`src/rtl/irq_pic_pkg.sv`:
```
package irq_pic_pkg;
  typedef enum logic [1:0] {
    RD_MASK = 2'd0,
    RD_PEND = 2'd1,
    RD_CNT  = 2'd2,
    RD_LINE = 2'd3
  } rd_sel_e;

  typedef enum logic {
    WR_MASK = 1'b0,
    WR_ACK  = 1'b1
  } wr_sel_e;
endpackage

```
`src/rtl/irq_sync.sv`:
```
module irq_sync #(
  parameter int W      = 32,
  parameter int STAGES = 2
) (
  input  logic         clk_i,
  input  logic         rst_ni,
  input  logic [W-1:0] d_i,
  output logic [W-1:0] q_o
);
  logic [STAGES-1:0][W-1:0] stage_q;

  generate
    for (genvar s = 0; s < STAGES; s++) begin : g_stage
      if (s == 0) begin : g_first
        always_ff @(posedge clk_i or negedge rst_ni)
          if (!rst_ni) stage_q[s] <= '0;
          else         stage_q[s] <= d_i;
      end else begin : g_next
        always_ff @(posedge clk_i or negedge rst_ni)
          if (!rst_ni) stage_q[s] <= '0;
          else         stage_q[s] <= stage_q[s-1];
      end
    end
  endgenerate

  assign q_o = stage_q[STAGES-1];
endmodule

```
`src/rtl/irq_counters.sv`:
```
module irq_counters #(
  parameter int N_LINES = 32,
  parameter int CNT_W   = 32,
  localparam int IDX_W  = $clog2(N_LINES)
) (
  input  logic               clk_i,
  input  logic               rst_ni,
  input  logic [N_LINES-1:0] inc_i,
  input  logic [IDX_W-1:0]   idx_i,
  output logic [CNT_W-1:0]   cnt_o
);
  logic [N_LINES-1:0][CNT_W-1:0] cnt_q;

  generate
    for (genvar g = 0; g < N_LINES; g++) begin : g_cnt
      always_ff @(posedge clk_i or negedge rst_ni)
        if (!rst_ni)      cnt_q[g] <= '0;
        else if (inc_i[g]) cnt_q[g] <= cnt_q[g] + 1'b1; // wraps

      p_cnt_step_r7: assert property (@(posedge clk_i) disable iff (!rst_ni)
        inc_i[g] |=> cnt_q[g] == $past(cnt_q[g]) + 1'b1);
      p_cnt_hold_r7: assert property (@(posedge clk_i) disable iff (!rst_ni)
        !inc_i[g] |=> $stable(cnt_q[g]));
    end
  endgenerate

  assign cnt_o = (32'(idx_i) < N_LINES) ? cnt_q[idx_i] : '0;
endmodule

```
`src/rtl/irq_pic.sv`:
```
module irq_pic
  import irq_pic_pkg::*;
#(
  parameter int N_LINES     = 32,
  parameter int CNT_W       = 32,
  parameter int DATA_W      = 32,
  parameter int SYNC_STAGES = 2,
  localparam int IDX_W      = $clog2(N_LINES)
) (
  input  logic               clk_i,
  input  logic               rst_ni,
  input  logic [N_LINES-1:0] line_i,
  input  logic               wr_en_i,
  input  logic               wr_sel_i,
  input  logic [DATA_W-1:0]  wr_data_i,
  input  logic [1:0]         rd_sel_i,
  input  logic [IDX_W-1:0]   rd_idx_i,
  output logic [DATA_W-1:0]  rd_data_o,
  output logic               irq_o
);
  logic [N_LINES-1:0] line_img, line_prev_q, rise;
  logic [N_LINES-1:0] mask_q, pend_q, pend_d, ack_vec;
  logic [CNT_W-1:0]   cnt_rd;
  logic               irq_q;

  irq_sync #(.W(N_LINES), .STAGES(SYNC_STAGES)) i_sync (
    .clk_i (clk_i),
    .rst_ni(rst_ni),
    .d_i   (line_i),
    .q_o   (line_img)
  );

  always_ff @(posedge clk_i or negedge rst_ni)
    if (!rst_ni) line_prev_q <= '0;
    else         line_prev_q <= line_img;

  assign rise = line_img & ~line_prev_q;

  irq_counters #(.N_LINES(N_LINES), .CNT_W(CNT_W)) i_cnt (
    .clk_i (clk_i),
    .rst_ni(rst_ni),
    .inc_i (rise),
    .idx_i (rd_idx_i),
    .cnt_o (cnt_rd)
  );

  assign ack_vec = (wr_en_i && wr_sel_e'(wr_sel_i) == WR_ACK) ? wr_data_i[N_LINES-1:0] : '0;
  // re-latch from the line image wins over the clear
  assign pend_d  = (pend_q & ~ack_vec) | line_img;

  always_ff @(posedge clk_i or negedge rst_ni)
    if (!rst_ni) begin
      mask_q <= '0;
      pend_q <= '0;
      irq_q  <= 1'b0;
    end else begin
      if (wr_en_i && wr_sel_e'(wr_sel_i) == WR_MASK) mask_q <= wr_data_i[N_LINES-1:0];
      pend_q <= pend_d;
      irq_q  <= |(pend_q & mask_q);
    end

  assign irq_o = irq_q;

  always_comb begin
    unique case (rd_sel_e'(rd_sel_i))
      RD_MASK: rd_data_o = DATA_W'(mask_q);
      RD_PEND: rd_data_o = DATA_W'(pend_q);
      RD_CNT:  rd_data_o = DATA_W'(cnt_rd);
      RD_LINE: rd_data_o = DATA_W'(line_img);
      default: rd_data_o = '0;
    endcase
  end

  p_relatch_r4: assert property (@(posedge clk_i) disable iff (!rst_ni)
    1'b1 |=> (pend_q & $past(line_img)) == $past(line_img));
  p_sticky_r2: assert property (@(posedge clk_i) disable iff (!rst_ni)
    1'b1 |=> ($past(pend_q) & ~pend_q & ~$past(ack_vec)) == '0);
  p_ack_clear_r3: assert property (@(posedge clk_i) disable iff (!rst_ni)
    (ack_vec != '0) |=> (pend_q & $past(ack_vec & ~line_img)) == '0);
  p_mask_load_r6: assert property (@(posedge clk_i) disable iff (!rst_ni)
    (wr_en_i && !wr_sel_i) |=> mask_q == $past(wr_data_i[N_LINES-1:0]));
  p_irq_high_r5: assert property (@(posedge clk_i) disable iff (!rst_ni)
    (|(pend_q & mask_q)) |=> irq_o);
  p_irq_low_r5: assert property (@(posedge clk_i) disable iff (!rst_ni)
    !(|(pend_q & mask_q)) |=> !irq_o);
  p_rise_once_r7: assert property (@(posedge clk_i) disable iff (!rst_ni)
    (rise != '0) |=> (rise & $past(rise)) == '0);
endmodule

```
`config.mk`:
```
export PLATFORM = sky130hd
export DESIGN_NAME = irq_pic
export DESIGN_NICKNAME = d
export VERILOG_FILES = /design/src/rtl/irq_pic_pkg.sv /design/src/rtl/irq_sync.sv /design/src/rtl/irq_counters.sv /design/src/rtl/irq_pic.sv
export SDC_FILE = /design/constraint.sdc
export NUM_CORES = 2
export LEC_CHECK = 0
export ABC_AREA = 1
export BUFFER_PORTS_ARGS = -buffer_cell sky130_fd_sc_hd__buf_2
export CAP_MARGIN = 20
export CORE_AREA = 2 2 546 385
export DETAILED_ROUTE_END_ITERATION = 12
export DIE_AREA = 0 0 548 387
export PLACE_DENSITY = 0.55
export SLEW_MARGIN = 0
export SYNTH_ARGS = -nofsm -noshare
export SYNTH_HDL_FRONTEND = slang
export SYNTH_HIERARCHICAL = 1
export SYNTH_SLANG_ARGS = --single-unit
```
`constraint.sdc`:
```
create_clock -name clk_i -period 1.7 [get_ports clk_i]
set_input_delay 0.17 -clock clk_i [delete_from_list [all_inputs] [get_ports clk_i]]
set_output_delay 0.17 -clock clk_i [all_outputs]
set_load 0.005 [all_outputs]
```
* Word-level counts from Yosys, hierarchy flattened *
Index checks and enable logic that the tools add are counted.
Widths: inputs -> output; s select.

operators by class
  $add $sub $neg = 32
  magnitude comparators = 1
  eq/ne operators = 3
  mux-type cells = 4
  bitwise operators = 7
  reduce and logical (&&, ||, !) cells = 4

operators by type and width
  cell                   count
  $add 32x1->32 const B  32
  $bmux 32 s5            1
  $pmux 32 s4            1
  $and 32x32->32         3
  $mux 32                2
  $not 32->32            2
  $or 32x32->32          1
  $reduce_or 32->1       1
  $lt 5x6->1 const B     1
  $eq 2x2->1 const B     2
  $eq 2x1->1 const B     1
  $logic_and 1x1->1      2
  $logic_not 2->1        1
  $not 1->1              1

word-level totals
  flip-flop bits (word level) = 1185
  input bits = 75
  output and inout bits = 33
  logic and storage cells = 89

* Depth between registers and ports, before layout *
  word-level depth = 5
  depth in mapped cells = 14
  gate-level depth less buffers = 11

* By module *
The synthesis kept the hierarchy.

modules (own cells, without submodules)
  module        instances  cells an instance  area an instance (um^2)  seq. area each (um^2)
  irq_counters  1          9445               65843.1                  25624.6
  irq_pic       1          542                4357.9                   2427.3
  irq_sync      1          96                 1841.8                   1601.5

* Worst setup path after synthesis *
No wires, ideal clock.

  path kind = register to register
  start = reg i_sync.stage_q (netlist bit i_sync/q_o[31])
  end = reg i_cnt/cnt_q[1018] in the netlist's numbering
  library setup time = 0.117 ns
  arrival time = 1.534 ns
  data required time = 1.583 ns
  setup slack = 0.049 ns
  cell stages (with the launch flop) = 13
  buffers on the path = 1
  clock period less this slack = 1.651 ns
  cell sequence = dfrtp_1 buf_4 inv_1 nor2_1 nand2_2 nor2_4 nand2_4 nor2_8 nand2_4 nor2_4 nand2_1 nand2_1 nand2_1

on the way
  word-level cells in the longest chain between the ends = 1

ends and longest elaborated chain
  what                               RTL line            text
  from (decl)                        irq_sync.sv:10      logic [STAGES-1:0][W-1:0] stage_q;
  from (signal, indexed assignment)  irq_sync.sv:21      else stage_q[s] <= stage_q[s-1];
  $and 32x32->32                     irq_pic.sv:37       assign rise = line_img & ~line_prev_q;
  named net rise[31]                 irq_pic.sv:21       logic [N_LINES-1:0] line_img, line_prev_q, rise;
  to (signal, indexed assignment)    irq_counters.sv:18  else if (inc_i[g]) cnt_q[g] <= cnt_q[g] + 1'b1;
  to (decl)                          irq_counters.sv:12  logic [N_LINES-1:0][CNT_W-1:0] cnt_q;

The timed path passes the listed nets, and every way through them passes these cells.
A chain may end at the register's enable or synchronous reset.

* Final worst setup path *
  start = reg i_cnt/cnt_q[60] in the netlist's numbering
  end = out rd_data_o[28]

on the way
  word-level cells in the longest chain between the ends = 3

ends and longest elaborated chain
  what                           RTL line            text
  $bmux 32 s5                    irq_counters.sv:27  assign cnt_o = (32'(idx_i) < N_LINES) ? cnt_q[idx_i] : '0;
  $mux 32 (implied by the code)  irq_counters.sv:27
  named net cnt_rd[28]           irq_pic.sv:23       logic [CNT_W-1:0] cnt_rd;
  $pmux 32 s4                    irq_pic.sv:65       unique case (rd_sel_e'(rd_sel_i))
  to (decl)                      irq_pic.sv:18       output logic [DATA_W-1:0] rd_data_o,

The timed path passes the listed nets, and every way through them passes these cells. The select of a mux whose other input is x is not followed.

==> metrics <==
starting density of the core 34.8%; maximum number of buffers from clock root to sink 4; Final Slew Violations 0; port buffer count 107; cell area reported after detailed placement 87400 um2; total global-route track usage 25.4%; Detailed Routing Iterations Pass 1 7; Clock transition at path regs 0.06 ns; register-to-register setup slack -0.09 ns; Critical Setup Path Class reg -> out; number of DRC markers after the initial detailed-route iteration 7762; initial antenna violation count 2; Post-Synthesis Net Count 10200; H-tree levels 4; top cell type's share of synthesized area 41.2%; class of the tightest hold or removal check in -> async; clock tree from TritonCTS built; net switching fraction of the power 30.8%; number of synthesized flops with an enable pin 0; Routed Wire Length 277000 um; DR DRC count 0; Routed Antenna Nets 0; biggest area consumer among synthesized cells sky130_fd_sc_hd__dfrtp_1; final cell utilization of the core 48.2%; WP data required 1.53 ns; detailed-route wire length per cell 18.8 um; beginning of the worst register-to-register path i_cnt/cnt_q[780]; Netlist Area Pre-Place 72000 um2; final setup fails 90; number of CTS-inserted buffers 145; clk_skew 0.0782 ns; Post-synth top cells sky130_fd_sc_hd__nand2_1, sky130_fd_sc_hd__dfrtp_1, sky130_fd_sc_hd__nand3_1; vias in the first global route 69500; pwr/cell area 833 nW/um2; dominant synthesized flop cell sky130_fd_sc_hd__dfrtp_1; startpoint type of the worst setup path flop; worst-margin pin slew 0.895 ns; Layout Nets 12000; core area 207000 um2; number of core rows 140; internal power of the cells 57400 uW; NetSw 25600 uW; gr ovfl total 0; half-perimeter wire length of the detailed placement result 214000 um; Max rail drop VDD 961 uV; reported leakage power 0.0488 uW; number of cells in the finished layout apart from fillers 14700; upper clock frequency limit 381 MHz; Critical R2R Capture i_cnt/cnt_q[789]; type of destination of the critical path output port; proportion of power drawn by combinational gates 21.2%; gate count of the mapped netlist 10100; Ys Warns 6; worst slew margin relative to its limit 40.3%; violations in the final reports setup timing; top-count cell post-synth sky130_fd_sc_hd__nand2_1; sum of negative setup slack -29.02 ns; run status finished, violations left; setup repair after global routing missed its margin yes; count of vias placed by the detailed router 73900; Yosys reg bits 1185; Worst Setup Slack, final -0.923 ns; master cell of the clock root buffer sky130_fd_sc_hd__clkbuf_16; Place WS -1.15 ns; sequential-to-total area share from yosys stat 41.2%; Final Cell Area 99700 um2; synthesis-to-finish area growth 38.3%; number of top-level pins 108; share of power burned in registers 39.3%; maximum fanout along the worst path 2; fraction of layout cells with a size suffix above 1 27.5%; gpl congestion 1.03; share of flip-flops with an asynchronous set or reset 100%; data arrival time of the worst path 2.45 ns; pin count of the biggest net entering global routing 87; Die ar. 212000 um2; clock latency reported for the late side of the worst-skew pair 0.83 ns; wire length of the first global-routing pass 417000 um; Die H 387 um; drt via density 5.02; post-synthesis average cell area 7.14 um2; Hold Violations, Final 0; maxcap violations 0; number of cells on the worst reg-to-reg path 8; count of distinct cell types in the synthesized netlist 45; top cells by area, synth sky130_fd_sc_hd__dfrtp_1, sky130_fd_sc_hd__nand2_1, sky130_fd_sc_hd__nand3_1; clock group share of total power 39.5%; minimum clock period 2.62 ns; share of the cycle needed by the critical path after routing 154%; horizontal die dimension 548 um; number of cells after detailed placement 14200; clock sink count 1185; Filler Cell Count 20200
[flip-flops by register name, summed over array words and instances, names as in the netlist]
name            flops
i_cnt/cnt_q      1024
i_sync/stage_q     32
i_sync/q_o         32
line_prev_q        32
pend_q             32
irq_o               1
mask_q             32
[placed cells by master, fill, tap and decap left out, types with 101 or more instances in the layout]
master,count
sky130_fd_sc_hd__buf_2,103
sky130_fd_sc_hd__buf_4,1577
sky130_fd_sc_hd__clkbuf_16,150
sky130_fd_sc_hd__dfrtp_1,1115
sky130_fd_sc_hd__dlygate4sd3_1,125
sky130_fd_sc_hd__inv_1,855
sky130_fd_sc_hd__nand2_1,3659
sky130_fd_sc_hd__nand2_2,279
sky130_fd_sc_hd__nand2_4,118
sky130_fd_sc_hd__nand3_1,824
sky130_fd_sc_hd__nand3_2,302
sky130_fd_sc_hd__nand3b_1,103
sky130_fd_sc_hd__nand4_1,206
sky130_fd_sc_hd__nor2_1,778
sky130_fd_sc_hd__nor2_2,101
sky130_fd_sc_hd__nor2_4,161
sky130_fd_sc_hd__nor3_1,152
sky130_fd_sc_hd__xnor2_1,275
sky130_fd_sc_hd__xor2_1,396
[power groups by stage]
| stage | registers (uW) | clock network (uW) | logic [uW] |
|---|---|---|---|
| after floorplan | 33000 | 0 | 6280 |
| after CTS | 32500 | 33500 | 16000 |
| after global placement | 32900 | 0 | 14300 |
| after global routing | 32800 | 34600 | 19000 |
| after detailed placement | 32900 | 0 | 14500 |
| final | 32700 | 32800 | 17600 |
[cell type report]
class	count	area [um2]	share of cell area (%)
repair buffers	1951	16100	16.2
diodes	2	5.00	0.00502
multi-input cells	7705	42100	42.2
well taps	2769	3460	3.48
clock buffers	198	4210	4.23
clock inverters	48	661	0.663
flip-flops and latches	1185	29700	29.8
inverters	883	3340	3.35
[critical path, stage by stage, from the launching register on]
cell and delay (ns):
sky130_fd_sc_hd__dfrtp_1 0.46, sky130_fd_sc_hd__nand2_1 0.09, sky130_fd_sc_hd__nand3_1 0.10, sky130_fd_sc_hd__nand3_2 0.10, sky130_fd_sc_hd__nand2_4 0.12, sky130_fd_sc_hd__nand2_4 0.06
sky130_fd_sc_hd__buf_12 0.14, sky130_fd_sc_hd__nand2_1 0.06, sky130_fd_sc_hd__nand2_2 0.06, sky130_fd_sc_hd__nand2_4 0.09, sky130_fd_sc_hd__nand2_2 0.07, sky130_fd_sc_hd__o2111ai_4 0.11
sky130_fd_sc_hd__buf_2 0.16
[routing by layer]
layer / GRT usage (%) / vias to the layer above / wire length, um
met4: 5.69 / 2 / 6410
met2: 34.0 / 2684 / 108000
met3: 6.44 / 343 / 27600
met5: 0 / - / 13
met1: 39.8 / 35600 / 135000
li1: - / 35400 / -
[timing repair]
item                                    CTS  global route
hold buffers                            125             0
pin swaps                               191           242
setup endpoints to repair               292           501
gates resized for setup                 766           520
endpoints found under the hold margin  1281             0
gates cloned                              2             4
setup buffers                            41            92
[worst max path at each step]
stage / from / endpoint / slack [ns] / depth (start not counted)
2_1_floorplan: i_sync/q_o[31] / i_cnt/cnt_q[1018] / 0.05 / 12
3_3_place_gp: rd_idx_i[0] / rd_data_o[4] / -1.17 / 17
3_5_place_dp: rd_idx_i[0] / rd_data_o[4] / -1.15 / 17
4_1_cts: i_cnt/cnt_q[222] / rd_data_o[30] / -0.91 / 12
5_1_grt: i_cnt/cnt_q[210] / rd_data_o[18] / -0.97 / 12
6_report: i_cnt/cnt_q[60] / rd_data_o[28] / -0.92 / 12
[kinds of logic (layout without fill, tap and decap cells)]
group / count (synthesis) / in the layout / share of synthesized area, %
DFF: 1185 / 1185 / 41.2
muxes: 1 / 1 / 0.0156
buffers and inverters: 1197 / 3080 / 7.23
and+or+nand+nor: 6832 / 6836 / 41.5
adders and majority gates: 32 / 32 / 0.556
xor gates and xnor gates: 674 / 674 / 8.20
other: 0 / 2 / 0
AOI/OAI and AO/OA: 162 / 162 / 1.31
[metrics by stage]
stage	hold slack, ns	power (uW)
after floorplan	-0.126	39200
after global placement	0.176	47200
after detailed placement	0.174	47400
after CTS	0.00358	82000
after global routing	0.0347	86500
final	0.00386	83000
No activity file was read; power rests on OpenSTA's default activity.
